File: src/rtl/nvm_tick_pkg.sv
package nvm_tick_pkg;
  // Register select codes (byte address of the divisor halves)
  localparam logic ADDR_HI = 1'b0;
  localparam logic ADDR_LO = 1'b1;

  typedef enum logic {
    SRC_XTAL = 1'b0,
    SRC_PLL  = 1'b1
  } src_e;
endpackage

File: src/rtl/nvm_div_regs.sv
module nvm_div_regs
  import nvm_tick_pkg::*;
#(
  parameter int DIV_W  = 10,
  parameter int BYTE_W = 8
) (
  input  logic              clk,
  input  logic              rst,
  input  logic [DIV_W-1:0]  shadow_div,
  input  logic              we,
  input  logic              sel,
  input  logic [BYTE_W-1:0] wdata,
  output logic [BYTE_W-1:0] rdata,
  output logic [DIV_W-1:0]  div_q
);
  localparam int HI_W = DIV_W - BYTE_W;

  logic [BYTE_W-1:0] hi_view;
  logic              unused_wdata_hi;

  // Upper byte view: divisor top bits right-aligned, rest zero-padded
  assign hi_view         = BYTE_W'(div_q[DIV_W-1:BYTE_W]);
  assign unused_wdata_hi = ^wdata[BYTE_W-1:HI_W];

  always_ff @(posedge clk) begin
    if (rst) begin
      div_q <= shadow_div;
      rdata <= '0;
    end else begin
      if (we) begin
        if (sel == ADDR_HI) div_q[DIV_W-1:BYTE_W] <= wdata[HI_W-1:0];
        else                div_q[BYTE_W-1:0]     <= wdata;
      end
      rdata <= (sel == ADDR_HI) ? hi_view : div_q[BYTE_W-1:0];
    end
  end
endmodule

File: src/rtl/nvm_src_sel.sv
module nvm_src_sel
  import nvm_tick_pkg::*;
#(
  parameter int                DIV_W    = 10,
  parameter logic [DIV_W-1:0]  LIMP_DIV = 10'h023
) (
  input  logic             clk,
  input  logic             rst,
  input  logic             limp,
  input  logic             xtal_stb,
  input  logic             pll_stb,
  input  logic [DIV_W-1:0] prog_div,
  output logic             step,
  output logic             restart,
  output logic [DIV_W-1:0] next_div,
  output logic             abort
);
  src_e src_q;
  src_e src_d;

  assign src_d    = limp ? SRC_PLL : SRC_XTAL;
  assign restart  = (src_d != src_q);
  assign step     = (src_q == SRC_PLL) ? pll_stb : xtal_stb;
  // Divisor of the mode in force after this edge
  assign next_div = (src_d == SRC_PLL) ? LIMP_DIV : prog_div;

  always_ff @(posedge clk) begin
    if (rst) begin
      src_q <= SRC_XTAL;
      abort <= 1'b0;
    end else begin
      src_q <= src_d;
      abort <= (src_d == SRC_PLL) && (src_q == SRC_XTAL);
    end
  end
endmodule

File: src/rtl/nvm_mod_counter.sv
module nvm_mod_counter #(
  parameter int DIV_W = 10
) (
  input  logic             clk,
  input  logic             rst,
  input  logic             step,
  input  logic             restart,
  input  logic [DIV_W-1:0] next_div,
  output logic [DIV_W-1:0] cnt,
  output logic [DIV_W-1:0] act_div,
  output logic             tick
);
  logic at_end;
  assign at_end = (cnt == act_div);

  always_ff @(posedge clk) begin
    if (rst) begin
      cnt     <= '0;
      act_div <= next_div;
      tick    <= 1'b0;
    end else begin
      tick <= 1'b0;
      if (restart) begin
        cnt     <= '0;
        act_div <= next_div;
      end else if (step) begin
        if (at_end) begin
          cnt     <= '0;
          act_div <= next_div;
          tick    <= 1'b1;
        end else begin
          cnt <= cnt + 1'b1;
        end
      end
    end
  end
endmodule

File: src/rtl/nvm_tick_gen.sv
module nvm_tick_gen #(
  parameter int                DIV_W    = 10,
  parameter int                BYTE_W   = 8,
  parameter logic [DIV_W-1:0]  LIMP_DIV = 10'h023
) (
  input  logic              clk,
  input  logic              rst,
  input  logic [DIV_W-1:0]  shadow_div,
  input  logic              xtal_stb,
  input  logic              pll_stb,
  input  logic              limp,
  input  logic              reg_we,
  input  logic              reg_sel,
  input  logic [BYTE_W-1:0] reg_wdata,
  output logic [BYTE_W-1:0] reg_rdata,
  output logic              tick,
  output logic              abort
);
  logic [DIV_W-1:0] prog_div;
  logic [DIV_W-1:0] next_div;
  logic [DIV_W-1:0] cnt_w;
  logic [DIV_W-1:0] act_div_w;
  logic             step_w;
  logic             restart_w;

  nvm_div_regs #(.DIV_W(DIV_W), .BYTE_W(BYTE_W)) u_regs (
    .clk(clk), .rst(rst), .shadow_div(shadow_div),
    .we(reg_we), .sel(reg_sel), .wdata(reg_wdata),
    .rdata(reg_rdata), .div_q(prog_div)
  );

  nvm_src_sel #(.DIV_W(DIV_W), .LIMP_DIV(LIMP_DIV)) u_src (
    .clk(clk), .rst(rst), .limp(limp),
    .xtal_stb(xtal_stb), .pll_stb(pll_stb), .prog_div(prog_div),
    .step(step_w), .restart(restart_w), .next_div(next_div), .abort(abort)
  );

  nvm_mod_counter #(.DIV_W(DIV_W)) u_cnt (
    .clk(clk), .rst(rst), .step(step_w), .restart(restart_w),
    .next_div(next_div), .cnt(cnt_w), .act_div(act_div_w), .tick(tick)
  );
endmodule

File: config.mk
export PLATFORM = sky130hd
export DESIGN_NAME = nvm_tick_gen
export DESIGN_NICKNAME = d
export VERILOG_FILES = /design/src/rtl/nvm_tick_pkg.sv /design/src/rtl/nvm_div_regs.sv /design/src/rtl/nvm_src_sel.sv /design/src/rtl/nvm_mod_counter.sv /design/src/rtl/nvm_tick_gen.sv
export SDC_FILE = /design/constraint.sdc
export NUM_CORES = 1
export LEC_CHECK = 0
export BUFFER_PORTS_ARGS = -buffer_cell sky130_fd_sc_hd__buf_2
export CAP_MARGIN = 10
export CORE_AREA = 2 2 70 72
export CTS_CLUSTER_DIAMETER = 100
export CTS_CLUSTER_SIZE = 28
export DETAILED_ROUTE_END_ITERATION = 10
export DIE_AREA = 0 0 72 74
export GPL_TIMING_DRIVEN = 1
export SYNTH_ARGS = -nofsm -noshare
export SYNTH_HDL_FRONTEND = slang
export SYNTH_HIERARCHICAL = 1
export SYNTH_SLANG_ARGS = --single-unit
File: constraint.sdc
create_clock -name clk -period 1.75 [get_ports clk]
set_input_delay 0.175 -clock clk [delete_from_list [all_inputs] [get_ports clk]]
set_output_delay 0.175 -clock clk [all_outputs]
set_load 0.1 [all_outputs]
# Word level (Yosys, flattened, before mapping)
# Index checks and enable logic that the tools add are counted.
# op_classes
eq_ne	3
shifts	0
mux	14
reduce_logical	11
bitwise	3
n_div	0
magnitude_cmp	0
mul	0
add_sub_neg	1
# ops
cell	count
$mux 10	8
$add 10x1->10 const B	1
$eq 10x10->1	1
$mux 8	1
$reduce_and 2->1	3
$reduce_bool 3->1	2
$mux 2	2
$reduce_bool 2->1	2
$reduce_or 2->1	2
$mux 1	3
$not 1->1	3
$reduce_or 3->1	1
$ne 2x2->1 const B	1
$logic_and 1x1->1	1
$ne 1x1->1	1
# word_totals
inputBits	25
ff_bits	41
n_memories	0
wordCells	41
latch_bits	0
mem_bits_ro	0
ramBits	0

# Depth between registers and ports, before layout
# Gate-level depths: netlist (run 1).
# logic_depth
depth_word	6
mapped_depth	7
ltp_nobuf	6

# Cells and area by module
# The synthesis (run 1) kept the hierarchy.
# modules_own_cells
mod	area_each_um2	instances	seq_area_each_um2	cells_each
nvm_mod_counter	877.1	1	520.5	75
nvm_div_regs	733.2	1	460.4	50
nvm_src_sel	157.7	1	40.0	19

# Least setup slack after synthesis (run 1)
# No wires, ideal clock.
# synth_path
path_type	reg-to-reg
from	register u_src.src_q
to	register u_cnt.act_div[0], enable pin
setup_slack_ns	0.228
t_arrival_ns	1.218
setup_time_ns	0.304
path_stages_with_launch	6
synth_period_minus_slack_ns	1.522
path_cell_list	dfxtp_1 > mux2_2 > buf_2 > nand4_1 > o31ai_2 > buf_6
# synth_via
elab_chain_cells	3
elab_cells_between_ends	5
classes_between	1 x eq/ne; 1 x mux; 3 x reduce/logical
# synth_lines
element	line_no	rtl
from (decl)	nvm_src_sel.sv:18	src_e src_q;
from (signal assigned)	nvm_src_sel.sv:32	src_q <= src_d;
$mux 1	nvm_src_sel.sv:23	assign step = (src_q == SRC_PLL) ? pll_stb : xtal_stb;
named net step_w	nvm_tick_gen.sv:23	logic step_w;
$reduce_bool 3->1 (no source line)	--	
$reduce_and 2->1 (no source line)	--	
to (signal assigned)	nvm_mod_counter.sv:19	act_div <= next_div;
to (signal assigned)	nvm_mod_counter.sv:25	act_div <= next_div;
to (signal assigned)	nvm_mod_counter.sv:29	act_div <= next_div;
to (decl)	nvm_mod_counter.sv:10	output logic [DIV_W-1:0] act_div,
# The timed path passes the listed nets, and every way through them passes these cells.
# A chain may end at the register's enable or synchronous reset.

# Final worst setup path (run 1)
# layout_path
from	register u_src.src_q
to	register u_cnt.act_div[6], enable pin
# Same word-level chain as after synthesis.

==> reports/metrics.cfg, run 1 <==
[outcome]
outcome = finished clean

[power_and_ir_drop]
p_leak_nw = 0.8539
power_mw = 1.996
p_sw_share_pct = 25.88
comb_power_share_pct = 14.7
peakVddDrop_mv = 0.3682
powerDensity_mw_per_mm2 = 960.2
power.internal_mw = 1.479
p_switching_mw = 0.5163
sequentialPowerShare_pct = 55.8
pwr-share-clk_pct = 29.5

[routing]
vias = 1074
drc = 0
first_iter_violations = 60
first_pass_iters = 4
vias_per_cell = 4.494
detail-route-antenna-nets = 0
finalWirelength_microns = 2716
wire_per_inst_microns = 11.36

[cts]
cts-hold-fix-buffers = 0
cts_resized = 0
clk_pin_slew_worst_paths_ps = 80
numClockSinks = 41
cts_buffers = 5
clock_insertion_delay_worst_skew_ps = 290
cts_buffer_depth = 2
cts_tree = done
cts_setup_buffers = 0
h-tree-depth = 2
root_buffer = clkbuf_8

[critical_path]
cp_cell_sequence = mux2_2 > nand4_1 > o31ai_2 > buf_12
crit_path_end_kind = flip-flop
critPathMaxFanout = 17
worstPathRequired_ps = 1750
path_class = flip-flop to flip-flop
startpoint_type = flip-flop
cp_slowest_stage_delay_ps = 330
crit_slowest_cell = o31ai_2
critPathArrivalTime_ps = 1610

[sta]
drv_slew = 0
slew_headroom_pct = 67.64
fin_worst_skew_ps = 4.529
finalHoldViolations = 0
finalSetupTns_ps = 0
holdWs_ps = 156.7
period_share_pct = 91.82
period_minus_slack_ps = 1607
rsz0062_at_grt = false
worst_slack_ps = 143.1
final-setup-viol-count = 0
max_freq_ghz = 0.6223
max_slew.worst_pin.slew_ps = 488.7

[floorplanning]
die_h_microns = 74
placeableCoreArea_sq_mm = 0.004598
rows = 25
die_area_sq_mm = 0.005328
boundaryPins = 35
start_util_pct = 38.45
die_w_microns = 72

[synth]
synthTopCellsByArea = edfxtp_1 (34%), dfxtp_1 (24%), xnor2_1 (7.4%)
synthDominantAreaCellType = edfxtp_1
ys_ff_latch = 41
syn_area_sq_mm = 0.001768
yosysTopAreaCellShare_pct = 33.97
postSynthCellCount = 144
synth-seq-area-share_pct = 57.75
synth_warnings = 6
ys_types = 26
synth_nets = 171
syn_area_per_cell_sq_um = 12.28

[global_routing]
grt_pass1_vias = 1072
grt_max_degree = 21
grt_first_pass_wirelength_microns = 4671
antenna_found_initial = 0
grt-ovfl-total = 0
grt_usage_pct = 11.73

[placed_design]
dp_hpwl_microns = 2044
placedCellCount = 231
portBuffers = 34
post-place-ws_ps = 155.8
routabilityCongestion = 0.7728

[hold_path]
worstHoldPathType = input pin to flip-flop

[finish]
instances_no_fill = 239
final_nets = 211
drive_above_1_share_pct = 30.81
n_fill_cell = 441
num_antenna_cells = 0
syn_to_final_growth_pct = 17.55

[flow_run]
cap_violations = 0

## state kept, by name, indices dropped and copies added (netlist names)
register,count
u_cnt/act_div,10
u_cnt/cnt,10
u_regs/div_q,10
u_regs/rdata,8
u_cnt/tick,1
u_src/abort,1
u_src/src_q,1
## final timing paths
check                   from  slack (ps)                to  cells after the start
max              u_src/src_q         140  u_cnt/act_div[6]                      4
min reg2reg  u_regs/div_q[4]         490   u_regs/rdata[4]                      1
max reg2reg      u_src/src_q         140  u_cnt/act_div[6]                      4
min            shadow_div[8]         160   u_regs/div_q[8]                      3
## stage by stage
| stage | util, % | instance area (sq um) |
|---|---|---|
| global placement | 43.37 | 1994 |
| CTS | 45.20 | 2078 |
| global route | 45.20 | 2078 |
| floorplan | - | 1768 |
| finish | 45.20 | 2078 |
| detailed placement | 43.37 | 1994 |
## kinds of logic after synthesis
family	share of synthesized area [%]
XOR/XNOR	9.413
AND/OR/NAND/NOR	18.68
AO/OA/AOI/OAI	1.628
multiplexers	7.431
adder cells (fa/ha/maj)	1.415
buffers and inverters	3.679
flip-flops	57.75
## power groups by stage
stage               sequential, mW  combinational, mW  clock (mW)
floorplan                     1.23              0.134           0
global placement              1.13              0.293           0
detailed placement            1.14              0.297           0
CTS                           1.11              0.298       0.617
global route                  1.12              0.318       0.655
finish                        1.11              0.294       0.589
## layer usage
layer | GRT usage (%) | wire, microns | up-vias
met5 | 0 | 0 | -
met1 | 13.21 | 1176 | 478
met3 | 4.472 | 160 | 6
li1 | - | - | 558
met2 | 19.75 | 1319 | 32
met4 | 5.660 | 60 | 0
## cell usage after synthesis
library cell,number
dfxtp_1,21
edfxtp_1,20
nor2_1,15
xnor2_1,15
nand2_1,13
nor2b_1,9
and2_1,7
mux2_4,6
nand4_1,6
xor2_1,4
buf_6,3
inv_1,3
mux2i_1,3
nor3_1,3
or2_1,3
ha_1,2
nand2b_4,2
a21o_1,1
a21o_2,1
and3_2,1
buf_2,1
buf_8,1
mux2_2,1
nand3_1,1
nor2b_4,1
o31ai_2,1
## cell usage in the layout, fill, tap and decap left out, types with 3 or more instances in the layout
master    count
nor2b_1       9
nand2_1      13
nor3_1        3
mux2i_1       3
nor2_1       15
nand4_1       6
clkbuf_8      5
buf_2        34
xnor2_1      15
mux2_4        6
xor2_1        4
inv_1         3
and2_1        7
buf_4         3
or2_1         3
dfxtp_1      21
edfxtp_1     20
## worst max-delay path, delay by kind of cell, from the launching register on
kind / cells / cell delay, ps
AND/OR/NAND/NOR: 1 / 140
flip-flops: 1 / 320
multiplexers: 1 / 320
AO/OA/AOI/OAI: 1 / 330
buffers and inverters: 1 / 200
## area by class of cell
type                    instances  area (sq um)  area share [%]
clock buffers                   7         76.32           3.672
clock inverters                 1         7.507          0.3612
inverters                       3         11.26          0.5418
multi-input cells              95         681.9           32.81
flip-flops and latches         41          1021           49.13
well taps                      54         67.56           3.251
repair buffers                 38         212.7           10.23
(Power assumes the default switching activity.)
==> run 2, diff against run 1 <==
REMOVE_ABC_BUFFERS = 1   (was unset)
SETUP_SLACK_MARGIN = 0.3   (was unset)
==> run 2 against run 1 <==
Effect of this change:
- final cell count is 0.84% higher
- sequential power about the same
- highest routed layer unchanged
- combinational power up 6%
- largest cell class unchanged
- largest power group unchanged
- flip-flop and latch count unchanged
- critical endpoint is now u_cnt/act_div[3]
- power rose by 2.6%
- first-iteration DRC count shrank 70%
- final area grew 3.0%
- sequential share of layout area fell by 1.2 points
- setup slack gained 42 ps
==> reports/metrics.cfg, run 2 (synthesis gave the netlist of run 1 again) <==
[critical_path]
critPathMaxFanout = 12  ; -5
crit_path_end_kind = flip-flop
critPathArrivalTime_ps = 1580  ; -30 ps
worstPathRequired_ps = 1770  ; +20 ps
startpoint_type = flip-flop
path_class = flip-flop to flip-flop

[power_and_ir_drop]
peakVddDrop_mv = 0.5019  ; +36%
p_leak_nw = 0.8909  ; +4.3%
power_mw = 2.048  ; +2.6%
powerDensity_mw_per_mm2 = 957.3  ; -0.30%

[floorplanning]
rows = 25  ; unchanged
start_util_pct = 38.45  ; unchanged
die_area_sq_mm = 0.005328  ; unchanged
boundaryPins = 35  ; unchanged
placeableCoreArea_sq_mm = 0.004598  ; unchanged
die_w_microns = 72  ; unchanged
die_h_microns = 74  ; unchanged

[routing]
finalWirelength_microns = 2850  ; +4.9%
first_iter_violations = 18  ; -70%
vias = 1132  ; +5.4%
drc = 0  ; unchanged
vias_per_cell = 4.697  ; +4.5%
first_pass_iters = 4  ; unchanged
wire_per_inst_microns = 11.83  ; +4.1%
detail-route-antenna-nets = 0  ; unchanged

[sta]
max_freq_ghz = 0.6392  ; +2.7%
drv_slew = 0  ; unchanged
fin_worst_skew_ps = 5.007  ; +0.4785 ps
period_minus_slack_ps = 1565  ; -42.36 ps
finalSetupTns_ps = 0  ; unchanged
final-setup-viol-count = 0  ; unchanged
slew_headroom_pct = 67.71  ; about the same
rsz0062_at_grt = true
holdWs_ps = 151.6  ; -5.138 ps
finalHoldViolations = 0  ; unchanged
max_slew.worst_pin.slew_ps = 487.7  ; -0.9924 ps
worst_slack_ps = 185.5  ; +42.36 ps
period_share_pct = 89.40  ; -2.4 points

[global_routing]
grt_max_degree = 21  ; unchanged
grt_usage_pct = 12.70  ; +0.97 points
grt-ovfl-total = 0  ; unchanged
grt_first_pass_wirelength_microns = 4974  ; +6.5%
grt_pass1_vias = 1126  ; +5.0%
antenna_found_initial = 0  ; unchanged

[placed_design]
portBuffers = 34  ; unchanged
place_area_sq_mm = 0.001994  ; unchanged
dp_hpwl_microns = 2125  ; +4.0%
routabilityCongestion = 0.7656  ; -0.93%
placedCellCount = 231  ; unchanged
post-place-ws_ps = 155.4  ; -0.3870 ps

[outcome]
outcome = finished clean

[finish]
final_util_pct = 46.53  ; +1.3 points
instances_no_fill = 241  ; +0.84%
reg_top3 = u_cnt/act_div x10, u_cnt/cnt x10, u_regs/div_q x10
final_common_cell = buf_2
layout_common_cells = buf_2 (34), edfxtp_1 (20), dfxtp_1 (18), xnor2_1 (14), nor2_1 (14)
num_antenna_cells = 0  ; unchanged
syn_to_final_growth_pct = 21.02
final_area_sq_mm = 0.002140  ; +3.0%
final_nets = 213  ; +0.95%
drive_above_1_share_pct = 35.29  ; +4.5 points

[cts]
clock_insertion_delay_worst_skew_ps = 300  ; about the same
cts_tree = done
cts_buffers = 5  ; unchanged
h-tree-depth = 2  ; unchanged
numClockSinks = 41  ; unchanged
root_buffer = clkbuf_8
clk_pin_slew_worst_paths_ps = 80  ; about the same
cts_buffer_depth = 2  ; unchanged

[hold_path]
worstHoldPathType = input pin to flip-flop

[flow_run]
cap_violations = 0  ; unchanged

run 2: changes by cell type in the layout (fill, tap and decap cells not counted), moves of 2 or more:
cell / delta
dfxtp_2: +3
clkbuf_1: -2
dfxtp_1: -3
clkinv_4: +2
run 2: cell type report:
class	instances	area [sq um]
Tap cell	54	67.56
Clock inverter	3	22.52
Multi-Input combinational cell	95	704.4
Clock buffer	5	68.82
Inverter	3	11.26
Sequential cell	41	1025
Timing Repair Buffer	40	240.2
Fill cell	432	2459
run 2: what timing repair did:
item / CTS / global route
resized for setup: 4 / 3
hold buffers: 0 / 0
buffers inserted: 2 / 0
endpoints found under the hold margin: 0 / 0
pin swaps: 1 / 2
endpoints found under the setup margin: 20 / 20
run 2: worst max-delay path, cell delays in order, from the launching register on:
cell     delay, ps
dfxtp_1        410
xnor2_1        140
nand4_1        210
o31ai_4        330
buf_12         180
run 2: path summary, 6_finish.rpt:
check                       start               end  slack, ps  depth (start not counted)
setup / recovery     u_cnt/cnt[6]  u_cnt/act_div[3]        190                          4
hold / removal      shadow_div[8]   u_regs/div_q[8]        150                          3
setup reg to reg     u_cnt/cnt[6]  u_cnt/act_div[3]        190                          4
hold reg to reg   u_regs/div_q[3]   u_regs/rdata[3]        490                          1
run 2: routing by layer:
| metal | vias up | GRT usage (%) | wire length (microns) |
|---|---|---|---|
| met2 | 32 | 21.09 | 1412 |
| met5 | - | 0 | 0 |
| met3 | 7 | 4.201 | 157 |
| met4 | 0 | 7.757 | 74 |
| met1 | 531 | 14.30 | 1205 |
| li1 | 562 | - | - |
run 2: power by group:
part,total (mW),switching [mW],internal [mW]
sequential,1.11,0.0281,1.09
combinational,0.313,0.190,0.123
clock,0.622,0.340,0.283
